[config.mk]
export PLATFORM = sky130hd
export DESIGN_NAME = fpush_seq
export DESIGN_NICKNAME = d
export VERILOG_FILES = /design/src/rtl/fpush_pkg.sv /design/src/rtl/fpush_decode.sv /design/src/rtl/fpush_beat_ctr.sv /design/src/rtl/fpush_seq.sv
export SDC_FILE = /design/constraint.sdc
export NUM_CORES = 1
export LEC_CHECK = 0
export BUFFER_PORTS_ARGS = -buffer_cell sky130_fd_sc_hd__buf_2
export CORE_MARGIN = 2
export CORE_UTILIZATION = 52
export DETAILED_ROUTE_END_ITERATION = 10
export PLACE_DENSITY = 0.81
export SKIP_CTS_REPAIR_TIMING = 1
export SYNTH_ARGS = -nofsm -noshare
export SYNTH_HDL_FRONTEND = slang
export SYNTH_HIERARCHICAL = 1
export SYNTH_SLANG_ARGS = --single-unit
[constraint.sdc]
create_clock -name clk -period 5.1 [get_ports clk]
set_input_delay 1.02 -clock clk [delete_from_list [all_inputs] [get_ports clk]]
set_output_delay 1.02 -clock clk [all_outputs]
set_load 0.02 [all_outputs]
[src/rtl/fpush_pkg.sv]
package fpush_pkg;
    localparam int FP_NWORDS    = 32;
    localparam int FP_MAX_DBL   = 16;
    localparam int FP_CNT_W     = 8;
    localparam int FP_ADDR_W    = 32;
    localparam int FP_DATA_W    = 32;
    localparam int FP_IDX_W     = $clog2(FP_NWORDS);

    typedef enum logic [1:0] {
        ST_IDLE,
        ST_FETCH,
        ST_ISSUE,
        ST_FINISH
    } fpush_state_e;
endpackage

[src/rtl/fpush_decode.sv]
module fpush_decode
    import fpush_pkg::*;
#(
    parameter int NWORDS  = FP_NWORDS,
    parameter int MAX_DBL = FP_MAX_DBL,
    parameter int CNT_W   = FP_CNT_W,
    parameter int ADDR_W  = FP_ADDR_W,
    localparam int IDX_W  = $clog2(NWORDS),
    localparam int SUM_W  = CNT_W + 2
) (
    input  logic              dbl_mode,
    input  logic [3:0]        fld_vd,
    input  logic              fld_d,
    input  logic [CNT_W-1:0]  fld_cnt,
    input  logic [ADDR_W-1:0] sp_in,
    output logic [IDX_W-1:0]  first_word,
    output logic              legal,
    output logic [ADDR_W-1:0] new_sp
);
    // Starting word index, one bit wider than the file so a double
    // register past the last pair is still visible as out of range.
    logic [5:0]       start_w;
    logic [SUM_W-1:0] end_w;
    logic             cnt_ok;
    logic             dbl_ok;
    logic             range_ok;

    always_comb begin
        if (dbl_mode) start_w = {fld_d, fld_vd, 1'b0};
        else          start_w = {1'b0, fld_vd, fld_d};
        end_w    = SUM_W'(start_w) + SUM_W'(fld_cnt);
        cnt_ok   = (fld_cnt != '0);
        dbl_ok   = !dbl_mode || (!fld_cnt[0] && (int'(fld_cnt) <= 2 * MAX_DBL));
        range_ok = (int'(end_w) <= NWORDS);
        legal    = cnt_ok && dbl_ok && range_ok;
        first_word = start_w[IDX_W-1:0];
        new_sp   = sp_in - (ADDR_W'(fld_cnt) << 2);
    end
endmodule

[src/rtl/fpush_beat_ctr.sv]
module fpush_beat_ctr
    import fpush_pkg::*;
#(
    parameter int NWORDS = FP_NWORDS,
    parameter int CNT_W  = FP_CNT_W,
    localparam int IDX_W = $clog2(NWORDS)
) (
    input  logic             clk,
    input  logic             rst_n,
    input  logic             load,
    input  logic [IDX_W-1:0] load_idx,
    input  logic [CNT_W-1:0] load_cnt,
    input  logic             advance,
    output logic [IDX_W-1:0] word_idx,
    output logic             last_beat
);
    logic [IDX_W-1:0] idx_q;
    logic [CNT_W-1:0] left_q;

    always_ff @(posedge clk) begin
        if (!rst_n) begin
            idx_q  <= '0;
            left_q <= '0;
        end else if (load) begin
            idx_q  <= load_idx;
            left_q <= load_cnt;
        end else if (advance) begin
            idx_q  <= idx_q + 1'b1;
            left_q <= left_q - 1'b1;
        end
    end

    assign word_idx  = idx_q;
    assign last_beat = (left_q == CNT_W'(1));

    // A beat is accepted only while words remain (R8 beat count).
    p_no_underrun_r8: assert property (@(posedge clk) disable iff (!rst_n)
        advance |-> (left_q != '0));
    // Load and advance never coincide: a new push starts only from idle.
    p_load_excl_r9: assert property (@(posedge clk) disable iff (!rst_n)
        !(load && advance));
endmodule

[src/rtl/fpush_seq.sv]
module fpush_seq
    import fpush_pkg::*;
#(
    parameter int NWORDS  = FP_NWORDS,
    parameter int MAX_DBL = FP_MAX_DBL,
    parameter int CNT_W   = FP_CNT_W,
    parameter int ADDR_W  = FP_ADDR_W,
    parameter int DATA_W  = FP_DATA_W,
    localparam int IDX_W  = $clog2(NWORDS),
    localparam int WORD_BYTES = DATA_W / 8
) (
    input  logic              clk,
    input  logic              rst_n,
    input  logic              start,
    input  logic              dbl_mode,
    input  logic [3:0]        fld_vd,
    input  logic              fld_d,
    input  logic [CNT_W-1:0]  fld_cnt,
    input  logic [ADDR_W-1:0] sp_in,
    output logic [IDX_W-1:0]  rf_idx,
    input  logic [DATA_W-1:0] rf_rdata,
    output logic              st_valid,
    input  logic              st_ready,
    output logic [ADDR_W-1:0] st_addr,
    output logic [DATA_W-1:0] st_data,
    output logic              sp_we,
    output logic [ADDR_W-1:0] sp_out,
    output logic              busy,
    output logic              done,
    output logic              illegal
);
    fpush_state_e state_q, state_d;

    logic [IDX_W-1:0]  dec_first;
    logic              dec_legal;
    logic [ADDR_W-1:0] dec_new_sp;
    logic              last_beat;
    logic              take_start;
    logic              beat_accept;
    logic [ADDR_W-1:0] new_sp_q;
    logic [ADDR_W-1:0] addr_q;
    logic [DATA_W-1:0] data_q;
    logic              illegal_q;

    fpush_decode #(
        .NWORDS(NWORDS), .MAX_DBL(MAX_DBL), .CNT_W(CNT_W), .ADDR_W(ADDR_W)
    ) u_decode (
        .dbl_mode  (dbl_mode),
        .fld_vd    (fld_vd),
        .fld_d     (fld_d),
        .fld_cnt   (fld_cnt),
        .sp_in     (sp_in),
        .first_word(dec_first),
        .legal     (dec_legal),
        .new_sp    (dec_new_sp)
    );

    assign take_start  = (state_q == ST_IDLE) && start;
    assign beat_accept = (state_q == ST_ISSUE) && st_ready;

    fpush_beat_ctr #(.NWORDS(NWORDS), .CNT_W(CNT_W)) u_ctr (
        .clk      (clk),
        .rst_n    (rst_n),
        .load     (take_start && dec_legal),
        .load_idx (dec_first),
        .load_cnt (fld_cnt),
        .advance  (beat_accept),
        .word_idx (rf_idx),
        .last_beat(last_beat)
    );

    // State register.
    always_ff @(posedge clk) begin
        if (!rst_n) state_q <= ST_IDLE;
        else        state_q <= state_d;
    end

    // Next state: timing depends only on count and ready, not on data.
    always_comb begin
        state_d = state_q;
        unique case (state_q)
            ST_IDLE:   if (start && dec_legal) state_d = ST_FETCH;
            ST_FETCH:  state_d = ST_ISSUE;
            ST_ISSUE:  if (st_ready) state_d = last_beat ? ST_FINISH : ST_FETCH;
            ST_FINISH: state_d = ST_IDLE;
            default:   state_d = ST_IDLE;
        endcase
    end

    // Datapath registers.
    always_ff @(posedge clk) begin
        if (!rst_n) begin
            new_sp_q  <= '0;
            addr_q    <= '0;
            data_q    <= '0;
            illegal_q <= 1'b0;
        end else begin
            illegal_q <= take_start && !dec_legal;
            if (take_start && dec_legal) begin
                new_sp_q <= dec_new_sp;
                addr_q   <= dec_new_sp;
            end
            if (state_q == ST_FETCH) data_q <= rf_rdata;
            if (beat_accept) addr_q <= addr_q + ADDR_W'(WORD_BYTES);
        end
    end

    // Outputs.
    always_comb begin
        st_valid = 1'b0;
        busy     = 1'b0;
        done     = 1'b0;
        sp_we    = 1'b0;
        unique case (state_q)
            ST_IDLE:   ;
            ST_FETCH:  busy = 1'b1;
            ST_ISSUE:  begin busy = 1'b1; st_valid = 1'b1; end
            ST_FINISH: begin done = 1'b1; sp_we = 1'b1; end
            default:   ;
        endcase
        st_addr = addr_q;
        st_data = data_q;
        sp_out  = new_sp_q;
        illegal = illegal_q;
    end

    p_hold_r5: assert property (@(posedge clk) disable iff (!rst_n)
        (st_valid && !st_ready) |=> (st_valid && $stable(st_addr) && $stable(st_data)));
    p_valid_in_busy_r6: assert property (@(posedge clk) disable iff (!rst_n)
        st_valid |-> busy);
    p_done_after_accept_r7: assert property (@(posedge clk) disable iff (!rst_n)
        $rose(done) |-> $past(st_valid && st_ready));
    p_done_pulse_r7: assert property (@(posedge clk) disable iff (!rst_n)
        done |=> !done);
    p_illegal_quiet_r4: assert property (@(posedge clk) disable iff (!rst_n)
        illegal |-> (!busy && !st_valid && !sp_we));
    p_illegal_pulse_r4: assert property (@(posedge clk) disable iff (!rst_n)
        illegal |=> !illegal || $past(start));
endmodule

* After elaboration in Yosys (flattened, before gate mapping)
Index checks and enable logic that the tools add are counted.
** Storage, ports and cells
- Register bits :: 112
- Input bits :: 82
** Operators by class
- Add/sub/neg operators :: 5
- Order comparisons :: 2
- Equality and inequality tests :: 6
- Mux-type cells :: 14
- Reductions and logical operators :: 17
** Operators with widths (count)
- 2-to-1 mux 32 bit :: 2
- adder 32 x 3 -> 32 bit (second input constant) :: 1
- subtractor 32 x 10 -> 32 bit :: 1
- 2-to-1 mux 8 bit :: 2
- <= comparator 10 x 6 -> 1 bit (second input constant) :: 1
- 2-to-1 mux 5 bit :: 2
- adder 6 x 8 -> 9 bit :: 1
- equality test 8 x 1 -> 1 bit (second input constant) :: 1
- <= comparator 8 x 6 -> 1 bit (second input constant) :: 1
- logical AND 1 bit :: 8
- case mux 2 bit (4 select lines) :: 1
- nonzero test 8 bit :: 1
- subtractor 8 x 1 -> 8 bit (second input constant) :: 1
- 2-to-1 mux 2 bit :: 3
- 2-to-1 mux 6 bit :: 1
- adder 5 x 1 -> 5 bit (second input constant) :: 1
- equality test 2 bit (second input constant) :: 2
- zero test 1 bit :: 3
- 2-to-1 mux 1 bit :: 3
- equality test 2 x 1 -> 1 bit (second input constant) :: 1
- zero test 2 bit :: 1
- inequality test 2 x 1 -> 1 bit (second input constant) :: 1
- inequality test 2 bit (second input constant) :: 1
- AND reduction 2 bit :: 1
- other kinds (3) :: 3

* Logic depth before layout (Yosys ltp)
Gate-level depths: netlist (run 1).
- Depth after elaboration :: 8
- Gate-level depth with buffers :: 16
- Depth with buffers taken out :: 14

* Cells and area by module
The synthesis (run 1) kept the hierarchy.
** Modules (own cells, without submodules)
- fpush_seq :: instances 1, cells each 502, area an instance 4169.0 um2, sequential area each 1981.9 um2
- fpush_decode :: instances 1, cells each 166, area an instance 1151.1 um2, sequential area each 0.0 um2
- fpush_beat_ctr :: instances 1, cells each 85, area an instance 730.7 um2, sequential area each 260.2 um2

* Least setup slack after synthesis (run 1)
OpenSTA, ideal clock, no wires.
- Path type :: input-to-reg
- Start point :: input port fld_d
- End point :: register u_ctr.left_q[0]
- Library setup time :: 0.115 ns
- Data arrival time :: 4.083 ns
- Slack :: 0.902 ns
- Stages on the path :: 15
- Path buffers :: 3
- Path through :: nor2b_1 ha_1 fa_1 a211oi_1 nor3b_1 o21ai_0 a21boi_0 a211oi_1 nand3_1 clkinv_1 buf_1 clkbuf_1 buf_1 o21ai_0 and2_1
** On the way
- Word-level cells in the longest chain between the ends :: 6
- Elaborated cells between the ends (all ways) :: 7
- Classes of those cells :: add/sub: 1; order compare: 1; mux: 2; reduce/logical: 3
** Ends and longest elaborated chain
- from (decl) :: line fpush_seq.sv:17 : input logic fld_d,
- 2-to-1 mux 6 bit (*) :: line fpush_decode.sv:29 : if (dbl_mode) start_w = {fld_d, fld_vd, 1'b0};
- adder 6 x 8 -> 9 bit (*) :: line fpush_decode.sv:31 : end_w = SUM_W'(start_w) + SUM_W'(fld_cnt);
- <= comparator 10 x 6 -> 1 bit (*) :: line fpush_decode.sv:34 : range_ok = (int'(end_w) <= NWORDS);
- logical AND 1 bit (*) :: line fpush_decode.sv:35 : legal = cnt_ok && dbl_ok && range_ok;
- net dec_legal :: line fpush_seq.sv:35 : logic dec_legal;
- logical AND 1 bit (*) :: line fpush_seq.sv:64 : .load (take_start && dec_legal),
- 2-to-1 mux 8 bit / nonzero test 2 bit (equally long branches)
- to (signal assigned) :: line fpush_beat_ctr.sv:26 : left_q <= load_cnt;
- to (signal assigned) :: line fpush_beat_ctr.sv:29 : left_q <= left_q - 1'b1;
- to (decl) :: line fpush_beat_ctr.sv:18 : logic [CNT_W-1:0] left_q;
The timed path passes the listed nets; every way through them passes the cells marked *.
A chain may end at the register's enable or synchronous reset.

* Worst setup path after layout (run 1)
- Start point :: input port fld_d
- End point :: register addr_q[11], in the netlist st_addr[11]
** On the way
- Word-level cells in the longest chain between the ends :: 6
** Ends and longest elaborated chain
- 2-to-1 mux 6 bit :: line fpush_decode.sv:29
- net dec_first[0] :: line fpush_seq.sv:34 : logic [IDX_W-1:0] dec_first;
- adder 6 x 8 -> 9 bit :: line fpush_decode.sv:31
- <= comparator 10 x 6 -> 1 bit :: line fpush_decode.sv:34
- logical AND 1 bit :: line fpush_decode.sv:35
- net dec_legal :: line fpush_seq.sv:35
- logical AND 1 bit :: line fpush_seq.sv:99 : if (take_start && dec_legal) begin
- nonzero test 2 bit (no line)
- to (signal assigned) :: line fpush_seq.sv:101 : addr_q <= dec_new_sp;
- to (signal assigned) :: line fpush_seq.sv:104 : if (beat_accept) addr_q <= addr_q + ADDR_W'(WORD_BYTES);
- to (decl) :: line fpush_seq.sv:41 : logic [ADDR_W-1:0] addr_q;
The timed path passes the listed nets, and every way through them passes these cells.

==> flow_metrics.tcl, run 1 <==
set metrics [dict create \
    routed_wl_um 16560 \
    synth_area_leaders "dfxtp_1 37%, nand2_1 7.0%, mux2i_1 5.8%, a21oi_1 5.2%, ha_1 4.5%" \
    dpl.hpwl_um 12410 \
    drc_errors 0 \
    routedLengthMet1_um 7477 \
    hold_viol 0 \
    grt_pass1_vias 5482 \
    dpl_worst_slack_ns 0.4684 \
    clkLatencyLatePin_ns 0.35 \
    drt_iter0_drc 616 \
    worstSetupPathType "input pin to flip-flop" \
    area_growth_syn_to_layout_pct 20.55 \
    period_needed_ns 4.312 \
    wl_met2_um 7541 \
    fp.dieW_um 111.9 \
    synth_top_cells_by_count "113 x nand2_1, 112 x dfxtp_1, 72 x nor2_1, 63 x a21oi_1, 35 x mux2i_1" \
    synth_fa_ha_area_frac 0.05211 \
    firstDrtPassIters 5 \
    setup-tns-final_ns 0 \
    yosysMostFrequentCell "nand2_1" \
    critPathArrivalTime_ns 4.56 \
    synth-xor-area-share 0.05211 \
    met3WireLength_um 1348 \
    cts_buffers 9 \
    synth_top_area_cell "dfxtp_1" \
    grt_pass1_wl_um 27170 \
    grtUsageTotal 0.2616 \
    synth_edf_count 0 \
    ant_nets 0 \
    vias 6052 \
    setup_violations 0 \
    cts_max_path_buffers 2 \
    htree_levels 3 \
    ys_warn_count 6 \
    ys_async_sr_fraction 0 \
    gp_congestion 0.9152 \
    core_region_area_sq_mm 0.01137 \
    fin_nets 1020 \
    drive_gt1_frac 0.2451 \
    syn-cell-area_sq_mm 0.006051 \
    die_area_sq_mm 0.01251 \
    syn_inst 753 \
    muxShareOfSynthArea 0.05790 \
    fp.dieH_um 111.9 \
    io_pins 188 \
    root_buffer "clkbuf_16" \
    rows 39 \
    antenna_found_initial 0 \
    ir_worst_vdd_uv 277.5 \
    top_layer "met4" \
    fin_crit_sh 0.8454 \
    tightest_slew_ns 0.9826 \
    end_kind "flip-flop" \
    grt_overflow_total 0 \
    cts_tree "yes" \
    viasPerCell 5.704 \
    synth_top_family_by_area "simple AND/OR/NAND/NOR gates" \
    synth.top_cell.area_share 0.3706 \
    hold_class "flip-flop to flip-flop" \
    antennaDiodeCount 0 \
    cp.required_ns 5.35 \
    start_util 0.5322 \
    leakage_nw 3.084 \
    clkTransAtPathRegs_ns 0.07 \
    status "completed" \
    clkSinkCount 112 \
    maxCapViolations 0 \
    avgRoutedWirePerCell_um 15.61 \
    start_kind "input pin" \
    rsz0062_at_grt "false" \
    ys_seq_area_frac 0.3706 \
    synth_area_per_cell_sq_um 8.036 \
    ys_ff_latch 112 \
    synthSimpleGateAreaFrac 0.2510 \
    fmax_mhz 231.9 \
    syn-num-nets 859 \
    grt_max_degree 58 \
    synth_top_flop_cell "dfxtp_1" \
    max_slew_margin 0.3363 \
    power.density_mw_per_mm2 317.7 \
    io_buffer_count 187 \
    report.final.slew_viol_count 0 \
    synth_cell_types 67 \
    worstPathMaxFanout 21 \
    power_mw 2.318 \
    clock_skew_ns 0.006630 \
    synth_compound_gate_area_share 0.1660 \
    setup_ws_ns 0.7884 \
]
==> worst paths after layout <==
path | startpoint | endpoint | slack, ns | depth (start not counted)
max | fld_d | st_addr[11]$_SDFFE_PN0P_ | 0.79 | 15
min | sp_out[21]$_SDFFE_PN0P_ | sp_out[21]$_SDFFE_PN0P_ | 0.45 | 2
max reg2reg | state_q[0]$_SDFFE_PN0P_ | st_addr[20]$_SDFFE_PN0P_ | 2.62 | 8
min reg2reg | sp_out[21]$_SDFFE_PN0P_ | sp_out[21]$_SDFFE_PN0P_ | 0.45 | 2
==> sequential cells by signal, summed over array words and instances, names as in the netlist <==
register / cells
illegal: 1
u_ctr/left_q: 8
st_addr: 32
st_data: 32
state_q: 2
sp_out: 32
u_ctr/word_idx: 5
==> logic make-up after synthesis <==
kind of cell | Yosys count
simple gates | 315
compound gates | 161
flops | 112
buf+inv | 70
xor+xnor | 36
mux | 35
fa+ha+maj | 24
==> power by group <==
part | switching (mW) | internal, mW
clock | 0.314 | 0.344
sequential | 0.0533 | 0.958
combinational | 0.388 | 0.260
total | 0.755 | 1.56
==> layout by cell type, fill, tap and decap left out, types with 12 or more instances in the layout <==
cell and instances:
nor3_1 17, nand3_1 22, inv_1 20, a21oi_1 63, a31oi_1 12, nor4_1 16, ha_1 21, mux2i_1 35
nor2_1 72, dfxtp_1 112, o21ai_0 32, nand2_1 113, xnor2_1 21, xor2_1 15, nand4_1 16, buf_2 187
==> final cells by class <==
| class | count | area (sq um) |
|---|---|---|
| multi-input cells | 571 | 3507 |
| clock buffers | 11 | 242.7 |
| clock inverters | 4 | 30.03 |
| fillers | 991 | 4075 |
| well taps | 143 | 178.9 |
| repair buffers | 196 | 1003 |
| flip-flops and latches | 112 | 2242 |
| inverters | 24 | 90.09 |
==> stage by stage <==
stage	std cells	util	hold slack [ns]	instance area (sq um)
3_3_place_gp	1046	0.6176	0.4407	7022
3_5_place_dp	1046	0.6176	0.4451	7022
4_1_cts	1061	0.6416	0.4551	7295
5_1_grt	1061	0.6416	0.4732	7295
6_report	1061	0.6416	0.4518	7295
2_1_floorplan	753	-	0.4648	6051
==> worst max-delay path, stage by stage <==
cell	delay [ns]
buf_2	0.10
nor2b_1	0.14
ha_1	0.21
fa_1	0.40
a211oi_1	0.31
nor3b_1	0.13
o21ai_0	0.15
a21boi_0	0.10
a211oi_1	0.55
nand3_1	0.20
buf_4	0.25
clkinv_1	0.10
nand2_1	0.37
and3_1	0.34
o21a_1	0.16
==> routing by layer <==
metal	track usage	vias up
li1	-	2996
met2	0.4117	258
met1	0.3735	2782
met4	0.05761	0
met5	0	-
met3	0.05117	16
Note: power is estimated with default switching activity, not from simulation.
==> run 2: changes to the inputs <==
--- a/config.mk
+++ b/config.mk
@@ -5,11 +5,12 @@
 export SDC_FILE = /design/constraint.sdc
 export NUM_CORES = 1
 export LEC_CHECK = 0
+export ABC_AREA = 1
 export BUFFER_PORTS_ARGS = -buffer_cell sky130_fd_sc_hd__buf_2
 export CORE_MARGIN = 2
-export CORE_UTILIZATION = 52
+export CORE_UTILIZATION = 54
 export DETAILED_ROUTE_END_ITERATION = 10
-export PLACE_DENSITY = 0.81
+export PLACE_DENSITY = 0.82
 export SKIP_CTS_REPAIR_TIMING = 1
 export SYNTH_ARGS = -nofsm -noshare
 export SYNTH_HDL_FRONTEND = slang
==> constraint.sdc (replaced) <==
create_clock -name clk -period 4.5 [get_ports clk]
set_input_delay 0.9 -clock clk [delete_from_list [all_inputs] [get_ports clk]]
set_output_delay 0.9 -clock clk [all_outputs]
set_load 0.02 [all_outputs]
==> run 2 against run 1 <==
Clock power rose by 34%. Critical endpoint is now st_addr[25]$_SDFFE_PN0P_. Worst hold slack improved by 0.011 ns. Die area rose by 10%. Combinational power rose by 12%. Global-route usage rose by 4.8 points. Sequential share of layout area fell by 3.6 points. Via count rose by 28%. Largest cell class unchanged. First-iteration DRC count rose by 12%.
==> flow_metrics.tcl, run 2 <==
set metrics [dict create \
    io_pins 188 \
    hold_viol 0 \
    crit_path_max_incr_delay_ns 0.42 \
    fp.dieH_um 117.3 \
    synth.top_cell.area_share 0.3234 \
    setup_ws_ns 0.9145 \
    synth_edf_count 0 \
    ys_async_sr_fraction 0 \
    yosysMostFrequentCell "nand2_1" \
    power.density_mw_per_mm2 334.1 \
    setup_violations 0 \
    fin_nets 1363 \
    vias 7734 \
    worst_path_max_delay_cell "fa_1" \
    status "completed" \
    ant_nets 0 \
    grt_pass1_wl_um 35200 \
    tightest_slew_ns 0.9367 \
    fmax_mhz 278.9 \
    ys_seq_area_frac 0.3234 \
    clkSinkCount 112 \
    syn-num-nets 1197 \
    firstDrtPassIters 5 \
    crit_buf_inv 4 \
    synth_top_family_by_area "simple AND/OR/NAND/NOR gates" \
    max_slew_margin 0.3749 \
    drt_iter0_drc 690 \
    power_mw 2.763 \
    avgRoutedWirePerCell_um 14.85 \
    ys_warn_count 6 \
    synth_top_cells_by_count "300 x nand2_1, 152 x nor2_1, 116 x inv_1, 112 x dfxtp_1, 76 x nand3_1" \
    viasPerCell 5.393 \
    end_kind "flip-flop" \
    clock_skew_ns 0.008565 \
    die_area_sq_mm 0.01376 \
    grtUsageTotal 0.3096 \
    setup-tns-final_ns 0 \
    drc_errors 0 \
    period_needed_ns 3.585 \
    maxCapViolations 0 \
    antenna_found_initial 0 \
    grt_max_degree 50 \
    cp.required_ns 4.78 \
    fp.dieW_um 117.3 \
    layout_common_cells "300 x nand2_1, 187 x buf_2, 152 x nor2_1" \
    critPathArrivalTime_ns 3.87 \
    cpMostUsedCell "nor2_1" \
    worstSetupPathType "input pin to flip-flop" \
    area_growth_syn_to_layout_pct 19.29 \
    syn-cell-area_sq_mm 0.006933 \
    syn_inst 1091 \
    start_kind "input pin" \
    whs_ns 0.4633 \
    clkLatencyLatePin_ns 0.36 \
    routed_wl_um 21300 \
    synthSimpleGateAreaFrac 0.3721 \
    synth_fa_ha_area_frac 0.04548 \
    worstPathMaxFanout 27 \
    dpl.hpwl_um 16060 \
    drive_gt1_frac 0.2036 \
    cts_buffers 9 \
    hold_class "flip-flop to flip-flop" \
    grt_overflow_total 0 \
    synth_cell_types 42 \
    ir_worst_vdd_uv 269.1 \
    start_util 0.5516 \
    cp_top_family "simple AND/OR/NAND/NOR gates" \
    fin_crit_sh 0.7968 \
    grt_pass1_vias 7291 \
    synth_area_per_cell_sq_um 6.355 \
    synth_top_area_cell "dfxtp_1" \
    root_buffer "clkbuf_16" \
    synth_area_leaders "dfxtp_1 32%, nand2_1 16%, nor2_1 8.2%, inv_1 6.3%, nand3_1 5.5%" \
    muxShareOfSynthArea 0 \
    synth_top_flop_cell "dfxtp_1" \
    layout_commonest_cell "nand2_1" \
    cts_tree "yes" \
    report.final.slew_viol_count 0 \
    cts_max_path_buffers 2 \
    ys_ff_latch 112 \
    leakage_nw 3.971 \
    synth_compound_gate_area_share 0.1319 \
    htree_levels 3 \
    dpl_worst_slack_ns 0.6238 \
    rsz0062_at_grt "false" \
    path_cells "buf_2 > nor2_1 > ha_1 > fa_1 > or2_2 > nor2_1 > nand3_1 > nor2_1 > nor2_1 > nor2_1 > nand3_1 > inv_2 > buf_12 > nand2_1 > o22ai_1 > inv_1 > a21oi_1" \
    gp_congestion 0.9403 \
    io_buffer_count 187 \
    antennaDiodeCount 0 \
    clkTransAtPathRegs_ns 0.07 \
    synth-xor-area-share 0.02653 \
    rows 41 \
    core_region_area_sq_mm 0.01257 \
]
-- run 2: cell count changes after synthesis, moves of 15 or more --
cell	change
xnor2_1	-17
o21ai_0	+15
mux2i_1	-35
inv_1	+95
nand2_1	+187
nand3_1	+54
o21ai_1	+21
nor2_1	+80
nor4_1	-16
-- run 2: per-layer routing --
layer  part of all wire  wire length [um]  GRT usage  vias to the layer above
met5                  0                 0          0                        -
met3               0.11              2295    0.07004                       44
met4              0.027               570     0.1077                        0
met1               0.42              8903     0.4147                     3444
li1                   -                 -          -                     3836
met2               0.45              9529     0.4916                      410
-- run 2: per-stage QoR --
step,instances,utilization,cell area (sq um)
after global routing,1434,0.6580,8270
after detailed placement,1418,0.6324,7948
after floorplan,1091,-,6933
after CTS,1434,0.6580,8270
after global placement,1418,0.6324,7948
final,1434,0.6580,8270
-- run 2: worst paths after layout --
check | endpoint | slack, ns | startpoint | cells after the start
max | st_addr[25]$_SDFFE_PN0P_ | 0.91 | dbl_mode | 17
min | sp_out[22]$_SDFFE_PN0P_ | 0.46 | sp_out[22]$_SDFFE_PN0P_ | 2
max reg2reg | st_addr[12]$_SDFFE_PN0P_ | 1.91 | state_q[0]$_SDFFE_PN0P_ | 11
min reg2reg | sp_out[22]$_SDFFE_PN0P_ | 0.46 | sp_out[22]$_SDFFE_PN0P_ | 2
-- run 2: kinds of logic (layout without fill, tap and decap cells) --
kind of cell | count (synthesis) | count (layout)
buf+inv | 169 | 340
flops | 112 | 112
compound gates | 170 | 170
xor+xnor | 21 | 21
fa+ha+maj | 24 | 24
simple gates | 595 | 595
-- run 2: final cells by class --
| class | instances | area, sq um |
|---|---|---|
| flip-flops and latches | 112 | 2242 |
| clock inverters | 5 | 80.08 |
| multi-input cells | 810 | 3994 |
| well taps | 172 | 215.2 |
| clock buffers | 11 | 242.7 |
| inverters | 128 | 480.5 |
| fillers | 1177 | 4298 |
| repair buffers | 196 | 1016 |
-- run 2: power breakdown --
| group | internal (mW) | leakage (nW) | total, mW | switching (mW) |
|---|---|---|---|---|
| sequential | 1.10 | 0.907 | 1.16 | 0.0623 |
| clock | 0.503 | 0.152 | 0.881 | 0.378 |
| combinational | 0.231 | 2.91 | 0.723 | 0.492 |
-- run 2: tightest hold or removal path, cell delays in order, from the launching register on --
cell and delay, ns:
dfxtp_1 0.31, nand2_1 0.06, a21oi_1 0.06
==> run 3: changes to the inputs <==
==> constraint.sdc (replaced) <==
create_clock -name clk -period 3.3 [get_ports clk]
set_input_delay 0.66 -clock clk [delete_from_list [all_inputs] [get_ports clk]]
set_output_delay 0.66 -clock clk [all_outputs]
set_load 0.02 [all_outputs]
==> run 3 against run 2 <==
Utilization up 1.3 points. Clock power up 25%. Worst setup slack worse by 0.59 ns. Design area up 1.9%. Via count down 1.2%. Cell count up 1.6%. Critical path depth up 1. Clock skew down 0.0021 ns. Largest power group unchanged. Die area unchanged. Count of clock-buffer cells in the layout unchanged.
==> flow_metrics.tcl, run 3 (synthesis results as in run 2) <==
set metrics [dict create \
    whs_ns 0.4624 \
    root_buffer "clkbuf_16" \
    hold_viol 0 \
    setup_violations 0 \
    rsz0062_at_grt "false" \
    wl_met2_um 9272 \
    seqPwrFrac 0.430 \
    routedLengthMet1_um 8965 \
    fp.dieH_um 117.3 \
    worstPathMaxFanout 20 \
    grtUsageTotal 0.3009 \
    grt_pass1_wl_um 34330 \
    startpoint "dbl_mode" \
    power.share.switching 0.3543 \
    p_sw_mw 1.301 \
    antennaDiodeCount 0 \
    internal_power_mw 2.372 \
    clkLatencyLatePin_ns 0.36 \
    io_buffer_count 187 \
    grt_overflow_total 0 \
    routed_wl_um 20540 \
    dpl.hpwl_um 15850 \
    start_kind "input pin" \
    top_layer "met4" \
    power_mw 3.673 \
    start_util 0.5516 \
    layout_common_cells "300 x nand2_1, 187 x buf_2, 152 x nor2_1" \
    design_area_sq_mm 0.008429 \
    max_slew_margin 0.3814 \
    rrSetupSlack_ns 1.23 \
    drc_errors 0 \
    core_region_area_sq_mm 0.01257 \
    end_kind "flip-flop" \
    hold_class "flip-flop to flip-flop" \
    area_growth_syn_to_layout_pct 21.58 \
    worstSetupPathType "input pin to flip-flop" \
    drt_iter0_drc 787 \
    cp.required_ns 3.56 \
    p_comb_frac 0.271 \
    io_pins 188 \
    power.density_mw_per_mm2 435.7 \
    gp_congestion 0.9208 \
    fin_crit_sh 0.9010 \
    drive_gt1_frac 0.2195 \
    rows 41 \
    grt_pass1_vias 7189 \
    firstDrtPassIters 5 \
    leakage_nw 4.063 \
    grt_max_degree 59 \
    holdCritStartpoint "sp_out[15]$_SDFFE_PN0P_" \
    die_area_sq_mm 0.01376 \
    fin_nets 1386 \
    viasPerCell 5.247 \
    tightest_slew_ns 0.9269 \
    fmax_mhz 336.3 \
    clkTransAtPathRegs_ns 0.08 \
    report.final.slew_viol_count 0 \
    antenna_found_initial 0 \
    htree_levels 3 \
    clkPwrFrac 0.298 \
    cts_max_path_buffers 2 \
    maxCapViolations 0 \
    cts_buffers 9 \
    ir_worst_vdd_uv 470.1 \
    fp.dieW_um 117.3 \
    clock_skew_ns 0.006450 \
    clkSinkCount 112 \
    met3WireLength_um 1762 \
    period_needed_ns 2.973 \
    dpl_cell_area_sq_mm 0.008140 \
    status "completed" \
    critPathArrivalTime_ns 3.24 \
    layout_commonest_cell "nand2_1" \
    avgRoutedWirePerCell_um 14.09 \
    fillers 1164 \
    reg2reg_from "state_q[0]$_SDFFE_PN0P_" \
    cts_tree "yes" \
    vias 7645 \
    ant_nets 0 \
]
[run 3: per-stage QoR]
stage	TNS (ns)	cells	worst slack [ns]	util
after floorplan	0	1091	0.007981	-
after global placement	-0.02797	1441	-0.02797	0.6477
after detailed placement	-0.1075	1441	-0.06105	0.6477
after CTS	0	1457	0.3192	0.6707
after global routing	0	1457	0.03391	0.6707
final	0	1457	0.3268	0.6707
[run 3: worst max-delay path: stages]
cell and delay, ns:
buf_2 0.11, nor2_1 0.14, ha_2 0.21, fa_1 0.40, or2_2 0.30, nor2_1 0.10, nand3_1 0.08, nor2_1 0.10
nor2_1 0.04, nor2_1 0.14, nand3_2 0.15, buf_4 0.23, nor2_1 0.16, inv_2 0.10, nand3_1 0.09, o21ai_1 0.06
o21ai_1 0.13, inv_1 0.05
[run 3: routing by layer]
metal | global-route usage | up-vias
met4 | 0.09413 | 0
met5 | 0 | -
met2 | 0.4857 | 296
met1 | 0.3945 | 3434
met3 | 0.07831 | 46
li1 | - | 3869
[run 3: power by group through the flow]
| stage | clock (mW) | sequential [mW] | combinational, mW |
|---|---|---|---|
| 2_1_floorplan | 0 | 1.76 | 0.487 |
| 3_3_place_gp | 0 | 1.60 | 0.974 |
| 3_5_place_dp | 0 | 1.61 | 0.992 |
| 4_1_cts | 1.11 | 1.58 | 0.993 |
| 5_1_grt | 1.15 | 1.60 | 1.11 |
| 6_report | 1.10 | 1.58 | 0.996 |
[run 3: area by class of cell]
class | instances | area (sq um) | share of cell area
clock inverter | 5 | 46.29 | 0.005492
clock buffer | 11 | 242.7 | 0.02880
sequential | 112 | 2242 | 0.2660
tap | 172 | 215.2 | 0.02553
inverter | 128 | 480.5 | 0.05700
multi-input combinational | 810 | 4001 | 0.4747
timing repair buffer | 219 | 1201 | 0.1425
[run 3: final timing paths]
path | cells past startpoint | end
setup / recovery | 18 | st_addr[12]$_SDFFE_PN0P_
hold / removal | 2 | sp_out[15]$_SDFFE_PN0P_
setup reg to reg | 10 | st_addr[12]$_SDFFE_PN0P_
hold reg to reg | 2 | sp_out[15]$_SDFFE_PN0P_
